[config.mk]
export PLATFORM = sky130hd
export DESIGN_NAME = nand_ecc_accum
export DESIGN_NICKNAME = d
export VERILOG_FILES = /design/src/rtl/nand_ecc_pkg.sv /design/src/rtl/ecc_col_parity.sv /design/src/rtl/ecc_accum.sv /design/src/rtl/ecc_slot_bank.sv /design/src/rtl/nand_ecc_accum.sv
export SDC_FILE = /design/constraint.sdc
export NUM_CORES = 1
export LEC_CHECK = 0
export BUFFER_PORTS_ARGS = -buffer_cell sky130_fd_sc_hd__buf_4
export CAP_MARGIN = 0
export CORE_ASPECT_RATIO = 1.1
export CORE_UTILIZATION = 55
export DETAILED_ROUTE_END_ITERATION = 6
export PLACE_DENSITY = 0.81
export SLEW_MARGIN = 10
export SYNTH_ARGS = -nofsm -noshare
export SYNTH_HDL_FRONTEND = slang
export SYNTH_HIERARCHICAL = 1
export SYNTH_SLANG_ARGS = --single-unit
[constraint.sdc]
create_clock -name clk -period 9.1 [get_ports clk]
set_clock_uncertainty 0.05 [all_clocks]
set_input_delay 0.91 -clock clk [delete_from_list [all_inputs] [get_ports clk]]
set_output_delay 0.91 -clock clk [all_outputs]
set_load 0.05 [all_outputs]
[src/rtl/nand_ecc_pkg.sv]
package nand_ecc_pkg;

  localparam int BYTE_W    = 8;
  localparam int COL_PAIRS = $clog2(BYTE_W);

  typedef logic [BYTE_W-1:0] byte_t;

  // Bits of a byte whose bit index has address bit j set.
  function automatic byte_t odd_mask(input int j);
    byte_t m;
    for (int b = 0; b < BYTE_W; b++) begin
      m[b] = ((b >> j) & 1) == 1;
    end
    return m;
  endfunction

endpackage

[src/rtl/ecc_col_parity.sv]
module ecc_col_parity
  import nand_ecc_pkg::*;
(
  input  byte_t                data,
  output logic [COL_PAIRS-1:0] col_e,
  output logic [COL_PAIRS-1:0] col_o,
  output logic                 byte_par
);

  for (genvar j = 0; j < COL_PAIRS; j++) begin : g_col
    localparam byte_t MASK = odd_mask(j);
    assign col_o[j] = ^(data & MASK);
    assign col_e[j] = ^(data & ~MASK);
  end

  assign byte_par = ^data;

endmodule

[src/rtl/ecc_accum.sv]
module ecc_accum
  import nand_ecc_pkg::*;
#(
  parameter int ROW_BITS = 9,
  localparam int PAIRS   = COL_PAIRS + ROW_BITS,
  localparam int CODE_W  = 2 * PAIRS
) (
  input  logic              clk,
  input  logic              rst,
  input  logic              flush,
  input  logic              wide,
  input  logic              valid,
  input  byte_t             data,
  output logic              done,
  output logic [CODE_W-1:0] code
);

  logic [PAIRS-1:0]     even_q, odd_q;
  logic [PAIRS-1:0]     add_e, add_o;
  logic [PAIRS-1:0]     nxt_e, nxt_o;
  logic [ROW_BITS-1:0]  idx_q;
  logic [COL_PAIRS-1:0] col_e, col_o;
  logic                 byte_par;
  logic                 last;

  ecc_col_parity u_col (
    .data     (data),
    .col_e    (col_e),
    .col_o    (col_o),
    .byte_par (byte_par)
  );

  assign add_e[COL_PAIRS-1:0] = col_e;
  assign add_o[COL_PAIRS-1:0] = col_o;

  for (genvar k = 0; k < ROW_BITS; k++) begin : g_row
    assign add_e[COL_PAIRS+k] = byte_par & ~idx_q[k];
    assign add_o[COL_PAIRS+k] = byte_par &  idx_q[k];
  end

  assign nxt_e = valid ? (even_q ^ add_e) : even_q;
  assign nxt_o = valid ? (odd_q  ^ add_o) : odd_q;

  always_comb begin
    if (wide) last = valid && (idx_q == '1);
    else      last = valid && (idx_q[ROW_BITS-2:0] == '1);
  end

  assign done = last && !flush;

  // Short blocks never own the top row pair: force both halves to zero.
  always_comb begin
    code = {nxt_o, nxt_e};
    if (!wide) begin
      code[PAIRS-1]        = 1'b0;
      code[CODE_W-1]       = 1'b0;
    end
  end

  always_ff @(posedge clk) begin
    if (rst || flush || last) begin
      even_q <= '0;
      odd_q  <= '0;
      idx_q  <= '0;
    end else if (valid) begin
      even_q <= nxt_e;
      odd_q  <= nxt_o;
      idx_q  <= idx_q + 1'b1;
    end
  end

  // Every pair's halves together cover all bits once, so even^odd is the
  // same total parity for every pair at block end.
  logic [PAIRS-1:0] pair_sum;
  assign pair_sum = nxt_e ^ nxt_o;

  assert_pair_balance_R2: assert property (@(posedge clk) disable iff (rst)
    done |-> (pair_sum == '0 || pair_sum == '1));

  assert_idle_hold_R4: assert property (@(posedge clk) disable iff (rst)
    (!valid && !flush) |=> (idx_q == $past(idx_q) && even_q == $past(even_q)));

endmodule

[src/rtl/ecc_slot_bank.sv]
module ecc_slot_bank #(
  parameter int NUM_SLOTS = 9,
  parameter int CODE_W    = 24,
  parameter int PAIRS     = CODE_W / 2,
  localparam int PTR_W    = (NUM_SLOTS > 1) ? $clog2(NUM_SLOTS) : 1
) (
  input  logic                        clk,
  input  logic                        rst,
  input  logic                        clear,
  input  logic                        narrow,
  input  logic                        wr_en,
  input  logic [CODE_W-1:0]           wr_data,
  output logic [NUM_SLOTS*CODE_W-1:0] slots_flat
);

  localparam logic [PTR_W-1:0] LAST_SLOT = PTR_W'(NUM_SLOTS - 1);

  logic [CODE_W-1:0] slot_q [NUM_SLOTS];
  logic [PTR_W-1:0]  ptr_q;

  always_ff @(posedge clk) begin
    if (rst || clear) begin
      ptr_q <= '0;
      for (int i = 0; i < NUM_SLOTS; i++) slot_q[i] <= '0;
    end else if (wr_en) begin
      slot_q[ptr_q] <= wr_data;
      ptr_q         <= (ptr_q == LAST_SLOT) ? '0 : ptr_q + 1'b1;
    end
  end

  for (genvar n = 0; n < NUM_SLOTS; n++) begin : g_out
    assign slots_flat[n*CODE_W +: CODE_W] = slot_q[n];
  end

  assert_ptr_range_R5: assert property (@(posedge clk) disable iff (rst)
    ptr_q <= LAST_SLOT);

  assert_ptr_step_R5: assert property (@(posedge clk) disable iff (rst)
    (wr_en && !clear) |=>
      ptr_q == (($past(ptr_q) == LAST_SLOT) ? '0 : $past(ptr_q) + 1'b1));

  assert_clear_rewind_R6: assert property (@(posedge clk) disable iff (rst)
    clear |=> (ptr_q == '0));

  assert_short_top_zero_R3: assert property (@(posedge clk) disable iff (rst)
    (wr_en && narrow) |-> (wr_data[PAIRS-1] == 1'b0 && wr_data[CODE_W-1] == 1'b0));

endmodule

[src/rtl/nand_ecc_accum.sv]
module nand_ecc_accum
  import nand_ecc_pkg::*;
#(
  parameter int NUM_SLOTS = 9,
  parameter int MAX_BLOCK = 512,
  localparam int ROW_BITS = $clog2(MAX_BLOCK),
  localparam int PAIRS    = COL_PAIRS + ROW_BITS,
  localparam int CODE_W   = 2 * PAIRS
) (
  input  logic                        clk,
  input  logic                        rst,
  input  logic                        mode_512,
  input  logic                        byte_valid,
  input  logic [BYTE_W-1:0]           byte_data,
  input  logic                        ecc_clear,
  input  logic                        dma_kick,
  output logic                        dma_req,
  output logic [NUM_SLOTS*CODE_W-1:0] slot_codes
);

  logic              clr_q;
  logic              dma_q;
  logic              blk_done;
  logic [CODE_W-1:0] blk_code;

  // Self-clearing control bits: set by a write strobe, gone one cycle later.
  always_ff @(posedge clk) begin
    if (rst) begin
      clr_q <= 1'b0;
      dma_q <= 1'b0;
    end else begin
      clr_q <= ecc_clear;
      dma_q <= dma_kick;
    end
  end

  assign dma_req = dma_q;

  ecc_accum #(.ROW_BITS(ROW_BITS)) u_accum (
    .clk   (clk),
    .rst   (rst),
    .flush (clr_q),
    .wide  (mode_512),
    .valid (byte_valid),
    .data  (byte_data),
    .done  (blk_done),
    .code  (blk_code)
  );

  ecc_slot_bank #(.NUM_SLOTS(NUM_SLOTS), .CODE_W(CODE_W), .PAIRS(PAIRS)) u_bank (
    .clk        (clk),
    .rst        (rst),
    .clear      (clr_q),
    .narrow     (!mode_512),
    .wr_en      (blk_done),
    .wr_data    (blk_code),
    .slots_flat (slot_codes)
  );

  assert_clear_wipes_R6: assert property (@(posedge clk) disable iff (rst)
    clr_q |=> (slot_codes == '0));

  assert_dma_single_R8: assert property (@(posedge clk) disable iff (rst)
    (dma_req && !dma_kick) |=> !dma_req);

  assert_reset_state_R7: assert property (@(posedge clk) disable iff (rst)
    $past(rst) |-> (slot_codes == '0 && !dma_req));

endmodule

Word level (Yosys, flattened, before mapping)
Memory sizes are Yosys's and may differ from the RTL's.
Index checks and enable logic that the tools add are counted.
W data, S select, Z words.
{"block": "word_totals", "reg_bits": 39, "mem_bits_rw": 216, "inputBits": 14, "output_inout_bits": 217, "word_cells": 69, "memories": 1}
{"name": "u_bank.slot_q", "depth": 9, "word_bits": 24, "rd": 9, "rd_clocked_by_memory_dff": 0, "wr": 9, "line": "ecc_slot_bank.sv:18", "source": "logic [CODE_W-1:0] slot_q [NUM_SLOTS];"}
{"block": "classes", "n_addsub": 2, "n_eq_ne": 3, "muxes": 14, "bitwise_logic": 29, "n_reduce_logical": 14}
{"operator": "$reduce_xor A8 Y1", "n": 7}
{"operator": "$mux W12", "n": 2}
{"operator": "$mux W24", "n": 1}
{"operator": "$reduce_or A24 Y1", "n": 1}
{"operator": "$xor A12 B12 Y12", "n": 2}
{"operator": "$and A1 B1 Y1", "n": 18}
{"operator": "$add A9 B1 Y9 const B", "n": 1}
{"operator": "$eq A9 B9 Y1 const B", "n": 1}
{"operator": "$mux W1", "n": 9}
{"operator": "$not A1 Y1", "n": 9}
{"operator": "$eq A8 B8 Y1 const B", "n": 1}
{"operator": "$mux W4", "n": 2}
{"operator": "$add A4 B1 Y4 const B", "n": 1}
{"operator": "$eq A4 B4 Y1 const B", "n": 1}
{"operator": "$logic_and A1 B1 Y1", "n": 3}
{"operator": "$logic_or A1 B1 Y1", "n": 2}
{"operator": "$logic_not A1 Y1", "n": 1}

Logic depth before layout (Yosys ltp)
Gate-level depths: netlist of the first run.
{"block": "depth", "ltp_word": 9, "ltp_mapped": 12, "mapped_depth_nobuf": 10}

Modules after synthesis
Netlist of the first run, hierarchy kept.
{"module": "ecc_slot_bank", "instances": 1, "cells_each": 494, "area_per_inst_um2": 8470.6, "seq_area_each_um2": 6566.3}
{"module": "ecc_accum", "instances": 1, "cells_each": 190, "area_per_inst_um2": 1686.6, "seq_area_each_um2": 660.6}
{"module": "ecc_col_parity", "instances": 1, "cells_each": 15, "area_per_inst_um2": 153.9, "seq_area_each_um2": 0.0}
{"module": "nand_ecc_accum", "instances": 1, "cells_each": 5, "area_per_inst_um2": 56.3, "seq_area_each_um2": 40.0}

Worst setup path after synthesis of the first run
OpenSTA, ideal clock, no wires.
{"block": "synth_timing", "path_type": "input to register", "start": "input port byte_valid", "end": "memory u_bank.slot_q[0][0], enable pin", "setup_ns": 0.384, "t_arrival_ns": 2.660, "required_time_ns": 8.666, "path_slack_ns": 6.006, "path_stages": 7, "n_path_buf": 3, "cell_sequence": "buf_4 -> buf_2 -> and3b_1 -> buf_4 -> nor3b_4 -> and3_4 -> nand2b_1"}
{"item": "start: declaration", "line": "nand_ecc_accum.sv:13", "source": "input logic byte_valid,"}
{"item": "end: declaration", "line": "ecc_slot_bank.sv:18"}

==> results by group, run 1 <==
Timing
  – Slew margin rel.: 0.172
  – Number of max-slew violations in the final report: 0
  – Number of endpoints with negative hold slack in the final report: 0
  – Peak Freq: 254 MHz
  – Final Critical Period: 3.93 ns
  – Portion of the clock cycle consumed by the worst path in the final layout: 0.432
  – Finish-stage setup viols: 0
  – Setup repair after global routing missed its margin: false
  – Transition time at the pin with the least slew margin: 1.24 ns
  – Total negative setup slack: 0 ns

Global route
  – Tot GR Track Use: 0.236
  – Via count of the first global-routing pass: 5937
  – Final global-route overflow total: 0
  – Pin count of the biggest net entering global routing: 28
  – Wire length of the first global-routing pass: 34300 um
  – Number of antenna violations at the first check in global routing: 0

Floorplanning
  – Die outline width: 133 um
  – Effective utilization at floorplan: 0.563
  – Overall die area: 0.0194 mm2
  – Vert. Die Dim: 146 um
  – Area of the core: 0.0184 mm2
  – Number of placement rows: 52
  – Boundary Pins: 231

Setup path
  – Worst EP arrival: 4.00 ns
  – Worst R2R Path Depth: 10
  – Kind of critical path: flop to flop
  – Reg2reg start: u_accum/idx_q[0]$_SDFFE_PP0P_
  – Kind of capture point of the worst setup path: flop
  – R2R Setup Slk: 5.17 ns
  – Largest fanout of any net on the critical path: 25
  – Critical register-to-register path endpoint: u_bank/slot_q[3][6]$_SDFFCE_PN0P_
  – Crit start category: flop
  – Required time of the worst setup path: 9.16 ns

Logic synthesis
  – Yosys warning total: 6
  – Gate count of the mapped netlist: 703
  – Average cell area after synthesis: 14.7 um2
  – Net count after synthesis: 723
  – Mapped cell area: 0.0104 mm2

CTS
  – Bufs on Longest Clock Path: 3
  – Cells resized by post-CTS repair: 0
  – CTS tree: built
  – Buffer type at the clock tree root: sky130_fd_sc_hd__clkbuf_16
  – Number of CTS-inserted buffers: 24
  – Number of buffers inserted for hold repair after clock tree synthesis: 0
  – H-Tree Depth: 1
  – Post-CTS setup repair buffer count: 0
  – Clock edge transition at the registers on the reported setup and hold paths: 0.07 ns
  – Clock latency on the worst-skew pair: 0.51 ns
  – Clock sinks: 255

Place
  – DPL Wire Length: 15700 um
  – Placer congestion estimate: 0.808
  – Area after detailed placement: 0.0120 mm2
  – Count of input and output buffers: 230

Worst hold path
  – End point of the worst hold path: u_accum/even_q[10]$_SDFFE_PP0P_
  – Hold path depth: 2
  – Class of the tightest hold or removal check: flop to flop
  – Startpoint of the lowest-slack hold path: u_accum/even_q[10]$_SDFFE_PP0P_

Detailed routing
  – DRC violation count after routing: 0
  – Via count: 6036
  – Antenna viol nets, final: 0
  – Overall routed net length: 23200 um
  – Average routed wire per standard cell: 19.8 um
  – Via density per instance: 5.16
  – First drt pass iteration count: 5
  – Drt first-iter violations: 456

Run
  – Max Cap Violations: 0

Cells and area
  – Synthesis-to-layout area growth: 23.2%
  – Final Net Count: 929
  – Count of inserted antenna diode cells: 0
  – Ratio of cells with drive above 1 in the final layout: 0.309
  – Summed area of non-filler cells in the final layout: 0.0128 mm2

Status
  – Status: complete, no violations

Pwr
  – Power density relative to cell area: 209 mW/mm2
  – Leak pwr: 0.00540 uW
  – Worst VDD drop: 0.183 mV
-- sequential cells by signal, indices dropped and copies added, names as in the netlist --
| signal | count |
|---|---|
| clr_q | 1 |
| u_bank/ptr_q | 4 |
| u_accum/even_q | 12 |
| u_accum/odd_q | 12 |
| u_accum/idx_q | 9 |
| dma_req | 1 |
| u_bank/slot_q | 216 |
-- cells in the final DEF, fill, tap and decap left out, types with 9 or more instances in the layout --
cell type,n
sky130_fd_sc_hd__buf_4,232
sky130_fd_sc_hd__and2_1,216
sky130_fd_sc_hd__edfxtp_1,216
sky130_fd_sc_hd__dfxtp_1,39
sky130_fd_sc_hd__clkbuf_16,25
sky130_fd_sc_hd__xnor2_1,24
sky130_fd_sc_hd__nand2_1,20
sky130_fd_sc_hd__nor2b_1,18
sky130_fd_sc_hd__nand3_1,12
sky130_fd_sc_hd__nor2_1,12
sky130_fd_sc_hd__xor2_1,11
sky130_fd_sc_hd__o21ai_0,10
sky130_fd_sc_hd__or3_1,10
sky130_fd_sc_hd__a21oi_1,10
sky130_fd_sc_hd__and3_4,9
-- routing by layer --
metal	share of wire	global-route usage
met2	0.55	0.436
met4	0.032	0.0879
met5	0	0
met1	0.37	0.274
met3	0.051	0.0355
-- metrics by stage --
step                      power, uW  hold WS, ns   util  worst slack, ns  cells
final                          2670        0.459  0.693             5.17   1169
after floorplan                1580        0.426      -             6.01    703
after global routing           2750        0.478  0.693             4.95   1169
after CTS                      2680        0.460  0.693             5.23   1169
after global placement         1670        0.439  0.649             5.31   1126
after detailed placement       1680        0.452  0.649             5.26   1126
-- worst max-delay path by stage --
| stage | start | end | slack, ns |
|---|---|---|---|
| 3_3_place_gp | mode_512 | u_bank/slot_q[3][13]$_SDFFCE_PN0P_ | 5.31 |
| 4_1_cts | u_accum/idx_q[0]$_SDFFE_PP0P_ | u_bank/slot_q[3][23]$_SDFFCE_PN0P_ | 5.23 |
| 6_report | u_accum/idx_q[0]$_SDFFE_PP0P_ | u_bank/slot_q[3][6]$_SDFFCE_PN0P_ | 5.17 |
| 5_1_grt | u_accum/idx_q[0]$_SDFFE_PP0P_ | u_bank/slot_q[3][10]$_SDFFCE_PN0P_ | 4.95 |
| 3_5_place_dp | mode_512 | u_bank/slot_q[3][13]$_SDFFCE_PN0P_ | 5.26 |
| 2_1_floorplan | byte_valid | u_bank/slot_q[0][0]$_SDFFCE_PN0P_ | 6.01 |
-- final cells by class --
type / instances / area (um2)
clock buffer: 28 / 637
timing repair buffer: 232 / 1740
multi-input combinational: 393 / 2630
fill: 1229 / 5650
tap: 243 / 304
sequential: 255 / 7270
inverter: 3 / 11.3
clock inverter: 15 / 173
-- worst max-delay path, cell delays in order, from the launching register on --
cell,delay [ns]
sky130_fd_sc_hd__dfxtp_1,0.49
sky130_fd_sc_hd__ha_1,0.26
sky130_fd_sc_hd__inv_1,0.07
sky130_fd_sc_hd__nor3_1,0.20
sky130_fd_sc_hd__ha_1,0.24
sky130_fd_sc_hd__nand2_1,0.08
sky130_fd_sc_hd__o41ai_1,0.06
sky130_fd_sc_hd__and3b_1,0.40
sky130_fd_sc_hd__nor3b_4,0.30
sky130_fd_sc_hd__and3_4,0.38
sky130_fd_sc_hd__nand2b_1,0.98
-- power breakdown --
group	internal [uW]	switching, uW
combinational	73.1	252
sequential	1310	18.6
clock	612	407
No activity file was read; power rests on OpenSTA's default activity.
==> run 2, diff against run 1 <==
--- a/config.mk
+++ b/config.mk
@@ -5,12 +5,13 @@
 export SDC_FILE = /design/constraint.sdc
 export NUM_CORES = 1
 export LEC_CHECK = 0
+export ABC_AREA = 1
 export BUFFER_PORTS_ARGS = -buffer_cell sky130_fd_sc_hd__buf_4
 export CAP_MARGIN = 0
 export CORE_ASPECT_RATIO = 1.1
-export CORE_UTILIZATION = 55
+export CORE_UTILIZATION = 48
 export DETAILED_ROUTE_END_ITERATION = 6
-export PLACE_DENSITY = 0.81
+export PLACE_DENSITY = 0.75
 export SLEW_MARGIN = 10
 export SYNTH_ARGS = -nofsm -noshare
 export SYNTH_HDL_FRONTEND = slang
==> constraint.sdc (replaced) <==
create_clock -name clk -period 3.6 [get_ports clk]
set_clock_uncertainty 0.05 [all_clocks]
set_input_delay 0.36 -clock clk [delete_from_list [all_inputs] [get_ports clk]]
set_output_delay 0.36 -clock clk [all_outputs]
set_load 0.05 [all_outputs]
==> results by group, run 2 <==
Floorplanning
  – Boundary Pins: 231 (unchanged)
  – Area of the core: 0.0205 mm2 (+11%)
  – Vert. Die Dim: 153 um (+5.1%)
  – Die outline width: 140 um (+5.1%)
  – Effective utilization at floorplan: 0.488 (-0.0752)
  – Overall die area: 0.0214 mm2 (+10%)
  – Number of placement rows: 55 (+5.8%)

Cells and area
  – Count of inserted antenna diode cells: 0 (unchanged)
  – Synthesis-to-layout area growth: 25.6%
  – Core occupancy in the finished layout: 0.613 (-0.0806)
  – Sequential cell area: 0.00727 mm2 (unchanged)
  – Flip-flop count of the largest register, all copies and words added: 216 (unchanged)
  – Ratio of cells with drive above 1 in the final layout: 0.301 (-0.00780)
  – Final Net Count: 1046 (+13%)
  – Largest register by flop count: u_bank/slot_q
  – Largest registers: u_bank/slot_q (216), u_accum/even_q (12), u_accum/odd_q (12)
  – Final non-filler cell total: 1299 (+11%)
  – Top library cells by usage in the layout, fill and taps aside: sky130_fd_sc_hd__nor2_1 (263), sky130_fd_sc_hd__buf_4 (242), sky130_fd_sc_hd__edfxtp_1 (216)
  – Combined area of the multi-input logic cells: 0.00206 mm2 (-22%)
  – Count of filler cells inserted in the layout: 1568 (+28%)
  – Most common cell after layout, fill and taps aside: sky130_fd_sc_hd__nor2_1

Setup path
  – Reg2reg start: u_accum/idx_q[0]$_SDFFE_PP0P_
  – R2R Setup Slk: 0.49 ns (-4.68 ns)
  – Largest fanout of any net on the critical path: 25 (unchanged)
  – Required time of the worst setup path: 3.72 ns (-5.44 ns)
  – Kind of critical path: flop to flop
  – Critical register-to-register path endpoint: u_bank/slot_q[6][12]$_SDFFCE_PN0P_
  – Crit start category: flop
  – Worst EP arrival: 3.24 ns (-0.76 ns)
  – Kind of capture point of the worst setup path: flop
  – Worst R2R Path Depth: 14 (+4)

CTS
  – Buffer type at the clock tree root: sky130_fd_sc_hd__clkbuf_16
  – Clock sinks: 255 (unchanged)
  – H-Tree Depth: 1 (unchanged)
  – Clock latency on the worst-skew pair: 0.51 ns (about the same)
  – CTS tree: built
  – Clock edge transition at the registers on the reported setup and hold paths: 0.06 ns (about the same)
  – Cells resized by post-CTS repair: 0 (unchanged)
  – Bufs on Longest Clock Path: 3 (unchanged)
  – Number of CTS-inserted buffers: 25 (+4.2%)

Logic synthesis
  – Mapped cell area: 0.0100 mm2 (-3.5%)
  – Average cell area after synthesis: 12.5 um2 (-15%)
  – Net count after synthesis: 822 (+14%)
  – Gate count of the mapped netlist: 802 (+14%)
  – Yosys warning total: 6 (unchanged)

Timing
  – Peak Freq: 321 MHz (+26%)
  – Final Critical Period: 3.11 ns (-0.818 ns)
  – Number of max-slew violations in the final report: 0 (unchanged)
  – Portion of the clock cycle consumed by the worst path in the final layout: 0.865 (+0.433)
  – Finish-stage setup viols: 0 (unchanged)
  – Slew margin rel.: 0.603 (+0.431)
  – Total negative setup slack: 0 ns (unchanged)
  – Post-layout worst setup margin: 0.487 ns (-4.68 ns)
  – Number of endpoints with negative hold slack in the final report: 0 (unchanged)
  – Transition time at the pin with the least slew margin: 0.592 ns (-0.650 ns)
  – Setup repair after global routing missed its margin: false

Detailed routing
  – First drt pass iteration count: 5 (unchanged)
  – Average routed wire per standard cell: 18.9 um (-4.7%)
  – Via density per instance: 5.00 (-3.2%)
  – Via count: 6490 (+7.5%)
  – DRC violation count after routing: 0 (unchanged)
  – Drt first-iter violations: 497 (+9.0%)
  – Overall routed net length: 24500 um (+5.9%)
  – Antenna viol nets, final: 0 (unchanged)

Place
  – Placer congestion estimate: 0.849 (+5.0%)
  – Worst slack after detailed placement: 0.535 ns (-4.72 ns)
  – Count of input and output buffers: 230 (unchanged)
  – DPL Wire Length: 17100 um (+9.1%)
  – Placed cell count: 1254 (+11%)

Status
  – Status: complete, no violations

Global route
  – Wire length of the first global-routing pass: 35500 um (+3.7%)
  – Pin count of the biggest net entering global routing: 34 (+21%)
  – Via count of the first global-routing pass: 6350 (+7.0%)
  – Number of antenna violations at the first check in global routing: 0 (unchanged)
  – Tot GR Track Use: 0.226 (-0.00994)
  – Final global-route overflow total: 0 (unchanged)

Run
  – Max Cap Violations: 0 (unchanged)

Worst hold path
  – Hold path depth: 3 (+1)
  – Class of the tightest hold or removal check: input pin to flop
  – Startpoint of the lowest-slack hold path: dma_kick
  – End point of the worst hold path: dma_req$_SDFF_PP0_

Pwr
  – Design Power: 6860 uW (+160%)
  – Worst VDD drop: 0.282 mV (+54%)
  – Power density relative to cell area: 546 mW/mm2 (+160%)
  – Leak pwr: 0.00524 uW (-2.9%)
==> run 2: layout make-up <==
type	count	share of cell area
Inverter	79	0.0239
Tap cell	256	0.0255
Sequential cell	255	0.578
Multi-Input combinational cell	421	0.164
Clock buffer	31	0.0516
Clock inverter	13	0.00966
Timing Repair Buffer	244	0.147
==> run 2: stage by stage <==
step                instance area, um2  hold slack (ns)
floorplan                        10000            0.381
global placement                 11800            0.448
detailed placement               11800            0.456
CTS                              12600          0.00122
global route                     12600           0.0244
finish                           12600           0.0146
==> run 2: critical path: stages, from the launching register on <==
cell and delay, ns:
sky130_fd_sc_hd__dfxtp_1 0.43, sky130_fd_sc_hd__ha_1 0.27, sky130_fd_sc_hd__inv_1 0.06, sky130_fd_sc_hd__nor2_1 0.12, sky130_fd_sc_hd__nand2_1 0.09, sky130_fd_sc_hd__inv_1 0.06
sky130_fd_sc_hd__ha_1 0.13, sky130_fd_sc_hd__o21a_1 0.14, sky130_fd_sc_hd__nand2_2 0.07, sky130_fd_sc_hd__nor2_1 0.24, sky130_fd_sc_hd__nand2_1 0.14, sky130_fd_sc_hd__inv_4 0.22
sky130_fd_sc_hd__nand3_4 0.30, sky130_fd_sc_hd__nand2_1 0.13, sky130_fd_sc_hd__buf_4 0.32
==> run 2: power breakdown <==
| group | internal (uW) | total [uW] | switching, uW |
|---|---|---|---|
| registers | 3340 | 3400 | 66.3 |
| clock network | 1420 | 2450 | 1030 |
| logic | 225 | 1010 | 784 |
| total | 4980 | 6860 | 1880 |
==> run 2: what timing repair did <==
item | CTS | global route
setup buffers | 0 | 0
hold buffers | 1 | 0
setup endpoints to repair | 0 | 0
endpoints found under the hold margin | 2 | 0
==> run 2: how the worst max path moves through the flow <==
stage               depth (start not counted)  slack [ns]                           from                                  to
floorplan                                  14        0.65  u_accum/idx_q[0]$_SDFFE_PP0P_   u_bank/slot_q[0][0]$_SDFFCE_PN0P_
global placement                           14        0.67  u_accum/idx_q[0]$_SDFFE_PP0P_  u_bank/slot_q[6][11]$_SDFFCE_PN0P_
detailed placement                         14        0.54  u_accum/idx_q[0]$_SDFFE_PP0P_   u_bank/slot_q[6][0]$_SDFFCE_PN0P_
CTS                                        14        0.50  u_accum/idx_q[0]$_SDFFE_PP0P_  u_bank/slot_q[6][21]$_SDFFCE_PN0P_
global route                               14        0.22  u_accum/idx_q[0]$_SDFFE_PP0P_  u_bank/slot_q[5][12]$_SDFFCE_PN0P_
finish                                     14        0.49  u_accum/idx_q[0]$_SDFFE_PP0P_  u_bank/slot_q[6][12]$_SDFFCE_PN0P_
==> run 2: layer usage <==
layer	routed length, um	GRT usage
met5	0	0
met2	13000	0.411
met3	2140	0.0429
met1	8770	0.263
met4	663	0.0879
==> run 3, diff against run 2 <==
--- a/config.mk
+++ b/config.mk
@@ -9,9 +9,10 @@
 export BUFFER_PORTS_ARGS = -buffer_cell sky130_fd_sc_hd__buf_4
 export CAP_MARGIN = 0
 export CORE_ASPECT_RATIO = 1.1
-export CORE_UTILIZATION = 48
+export CORE_UTILIZATION = 50
+export CTS_BUF_LIST = sky130_fd_sc_hd__clkbuf_8
 export DETAILED_ROUTE_END_ITERATION = 6
-export PLACE_DENSITY = 0.75
+export PLACE_DENSITY = 0.82
 export SLEW_MARGIN = 10
 export SYNTH_ARGS = -nofsm -noshare
 export SYNTH_HDL_FRONTEND = slang
==> results by group, run 3 (same netlist as run 2, synthesis figures left out) <==
Status
  – Status: complete, no violations

Cells and area
  – Synthesis-to-layout area growth: 25.5% (about the same)
  – Most common cell after layout, fill and taps aside: sky130_fd_sc_hd__nor2_1
  – Count of inserted antenna diode cells: 0 (unchanged)
  – Flip-flop count of the largest register, all copies and words added: 216 (unchanged)
  – Sequential cell area: 0.00727 mm2 (unchanged)
  – Largest register by flop count: u_bank/slot_q
  – Final Net Count: 1062 (+1.5%)
  – Count of filler cells inserted in the layout: 1370 (-13%)
  – Combined area of the multi-input logic cells: 0.00206 mm2 (unchanged)
  – Largest registers: u_bank/slot_q (216), u_accum/even_q (12), u_accum/odd_q (12)
  – Ratio of cells with drive above 1 in the final layout: 0.307 (+0.00613)
  – Final non-filler cell total: 1318 (+1.5%)
  – Top library cells by usage in the layout, fill and taps aside: sky130_fd_sc_hd__nor2_1 (263), sky130_fd_sc_hd__buf_4 (242), sky130_fd_sc_hd__edfxtp_1 (216)

Timing
  – Portion of the clock cycle consumed by the worst path in the final layout: 0.842 (-0.0226)
  – Slew margin rel.: 0.558 (-0.0452)
  – Finish-stage setup viols: 0 (unchanged)
  – Transition time at the pin with the least slew margin: 0.659 ns (+0.0673 ns)
  – Total negative setup slack: 0 ns (unchanged)
  – Final Critical Period: 3.03 ns (-0.0814 ns)
  – Number of max-slew violations in the final report: 0 (unchanged)
  – Setup repair after global routing missed its margin: false
  – Peak Freq: 330 MHz (+2.7%)
  – Number of endpoints with negative hold slack in the final report: 0 (unchanged)

CTS
  – Number of CTS-inserted buffers: 38 (+52%)
  – Clock latency on the worst-skew pair: 0.52 ns (about the same)
  – H-Tree Depth: 2 (+1)
  – Bufs on Longest Clock Path: 3 (unchanged)
  – Clock sinks: 255 (unchanged)
  – Post-CTS setup repair buffer count: 0 (unchanged)
  – Clock edge transition at the registers on the reported setup and hold paths: 0.06 ns (about the same)
  – CTS tree: built
  – Cells resized by post-CTS repair: 0 (unchanged)
  – Buffer type at the clock tree root: sky130_fd_sc_hd__clkbuf_8

Floorplanning
  – Number of placement rows: 53 (-3.6%)
  – Vert. Die Dim: 150 um (-2.0%)
  – Overall die area: 0.0206 mm2 (-3.9%)
  – Effective utilization at floorplan: 0.516 (+0.0288)
  – Area of the core: 0.0194 mm2 (-5.6%)
  – Boundary Pins: 231 (unchanged)
  – Die outline width: 137 um (-2.0%)

Setup path
  – Most used cell along the critical path: sky130_fd_sc_hd__nand2_1
  – Worst EP arrival: 3.16 ns (-0.08 ns)
  – Required time of the worst setup path: 3.73 ns (about the same)
  – Critical Path Slowest Stage Cell: sky130_fd_sc_hd__dfxtp_1
  – Crit start category: flop
  – Kind of capture point of the worst setup path: flop
  – Slowest stage delay, CP: 0.42 ns (about the same)
  – CP Cell Sequence: ha_1 -> inv_1 -> nor2_1 -> nand2_1 -> inv_1 -> ha_1 -> o21a_1 -> nand2_2 -> nor2_1 -> nand2_1 -> inv_4 -> nand3_4 -> nand2_1 -> buf_4
  – Largest fanout of any net on the critical path: 25 (unchanged)
  – Kind of critical path: flop to flop

Worst hold path
  – Class of the tightest hold or removal check: input pin to flop

Global route
  – Final global-route overflow total: 0 (unchanged)
  – Number of antenna violations at the first check in global routing: 0 (unchanged)
  – Tot GR Track Use: 0.239 (+0.0131)
  – Wire length of the first global-routing pass: 35200 um (-0.99%)
  – Via count of the first global-routing pass: 6378 (+0.44%)
  – Pin count of the biggest net entering global routing: 34 (unchanged)

Pwr
  – Power density relative to cell area: 528 mW/mm2 (-3.3%)
  – Worst VDD drop: 0.268 mV (-4.8%)
  – Switch share: 0.283 (+0.00990)
  – Fraction of power consumed by the clock network: 0.334 (-0.023)
  – Leak pwr: 0.00533 uW (+1.6%)
  – Flop pwr share: 0.513 (+0.017)
  – Switching power summed over all nets: 1880 uW (about the same)
  – Logic pwr share: 0.153 (+0.006)
  – Internal power of the cells: 4750 uW (-4.7%)

Detailed routing
  – DRC violation count after routing: 0 (unchanged)
  – Via count: 6622 (+2.0%)
  – Average routed wire per standard cell: 18.7 um (-1.0%)
  – Overall routed net length: 24600 um (+0.45%)
  – Drt first-iter violations: 657 (+32%)
  – Via density per instance: 5.02 (+0.56%)
  – Antenna viol nets, final: 0 (unchanged)
  – First drt pass iteration count: 5 (unchanged)

Run
  – Max Cap Violations: 0 (unchanged)

Place
  – Placer congestion estimate: 0.853 (+0.42%)
  – Placed cell count: 1246 (-0.64%)
  – DPL Wire Length: 17100 um (-0.22%)
  – Count of input and output buffers: 230 (unchanged)
[run 3: critical path, delay by kind of cell (launching register included)]
| family | cells | cell delay (ns) |
|---|---|---|
| compound gates | 1 | 0.13 |
| fa+ha+maj | 2 | 0.38 |
| buf+inv | 4 | 0.65 |
| flops | 1 | 0.42 |
| simple gates | 7 | 1.03 |
[run 3: metal layers]
layer | vias to the layer above | routed length, um | track usage
li1 | 3054 | - | -
met1 | 3144 | 8720 | 0.279
met2 | 372 | 12900 | 0.425
met3 | 52 | 2280 | 0.0508
met4 | 0 | 754 | 0.100
met5 | - | 0 | 0
[run 3: stage by stage]
step	hold WS (ns)	utilization	setup WS, ns	area (um2)	total power, uW
detailed placement	0.456	0.609	0.585	11800	4470
floorplan	0.381	-	0.649	10000	4140
finish	0.210	0.648	0.568	12600	6630
CTS	0.197	0.648	0.590	12600	6660
global route	0.230	0.648	0.276	12600	6830
global placement	0.449	0.609	0.696	11800	4460
[run 3: layout make-up]
class | instances | share of cell area
Tap cell | 247 | 0.0246
Clock inverter | 25 | 0.00997
Inverter | 79 | 0.0239
Timing Repair Buffer | 247 | 0.150
Multi-Input combinational cell | 421 | 0.164
Clock buffer | 44 | 0.0482
Sequential cell | 255 | 0.579
[run 3: path summary, 6_finish.rpt]
path	start	endpoint	slack, ns	cells past startpoint
worst max-delay path	u_accum/idx_q[0]$_SDFFE_PP0P_	u_bank/slot_q[5][13]$_SDFFCE_PN0P_	0.57	14
worst max register to register	u_accum/idx_q[0]$_SDFFE_PP0P_	u_bank/slot_q[5][13]$_SDFFCE_PN0P_	0.57	14
worst min-delay path	byte_valid	u_accum/idx_q[8]$_SDFFE_PP0P_	0.21	3
worst min register to register	u_accum/odd_q[3]$_SDFFE_PP0P_	u_accum/odd_q[3]$_SDFFE_PP0P_	0.46	2
[run 3: repair_timing]
action	in CTS	in global routing
endpoints found under the setup margin	0	0
hold buffers	3	0
endpoints found under the hold margin	2	0
[run 3: power groups by stage]
stage	sequential, uW	combinational [uW]	clock [uW]
floorplan	3870	269	0
global placement	3460	996	0
detailed placement	3460	1000	0
CTS	3400	1010	2250
global route	3410	1050	2370
finish	3400	1010	2210
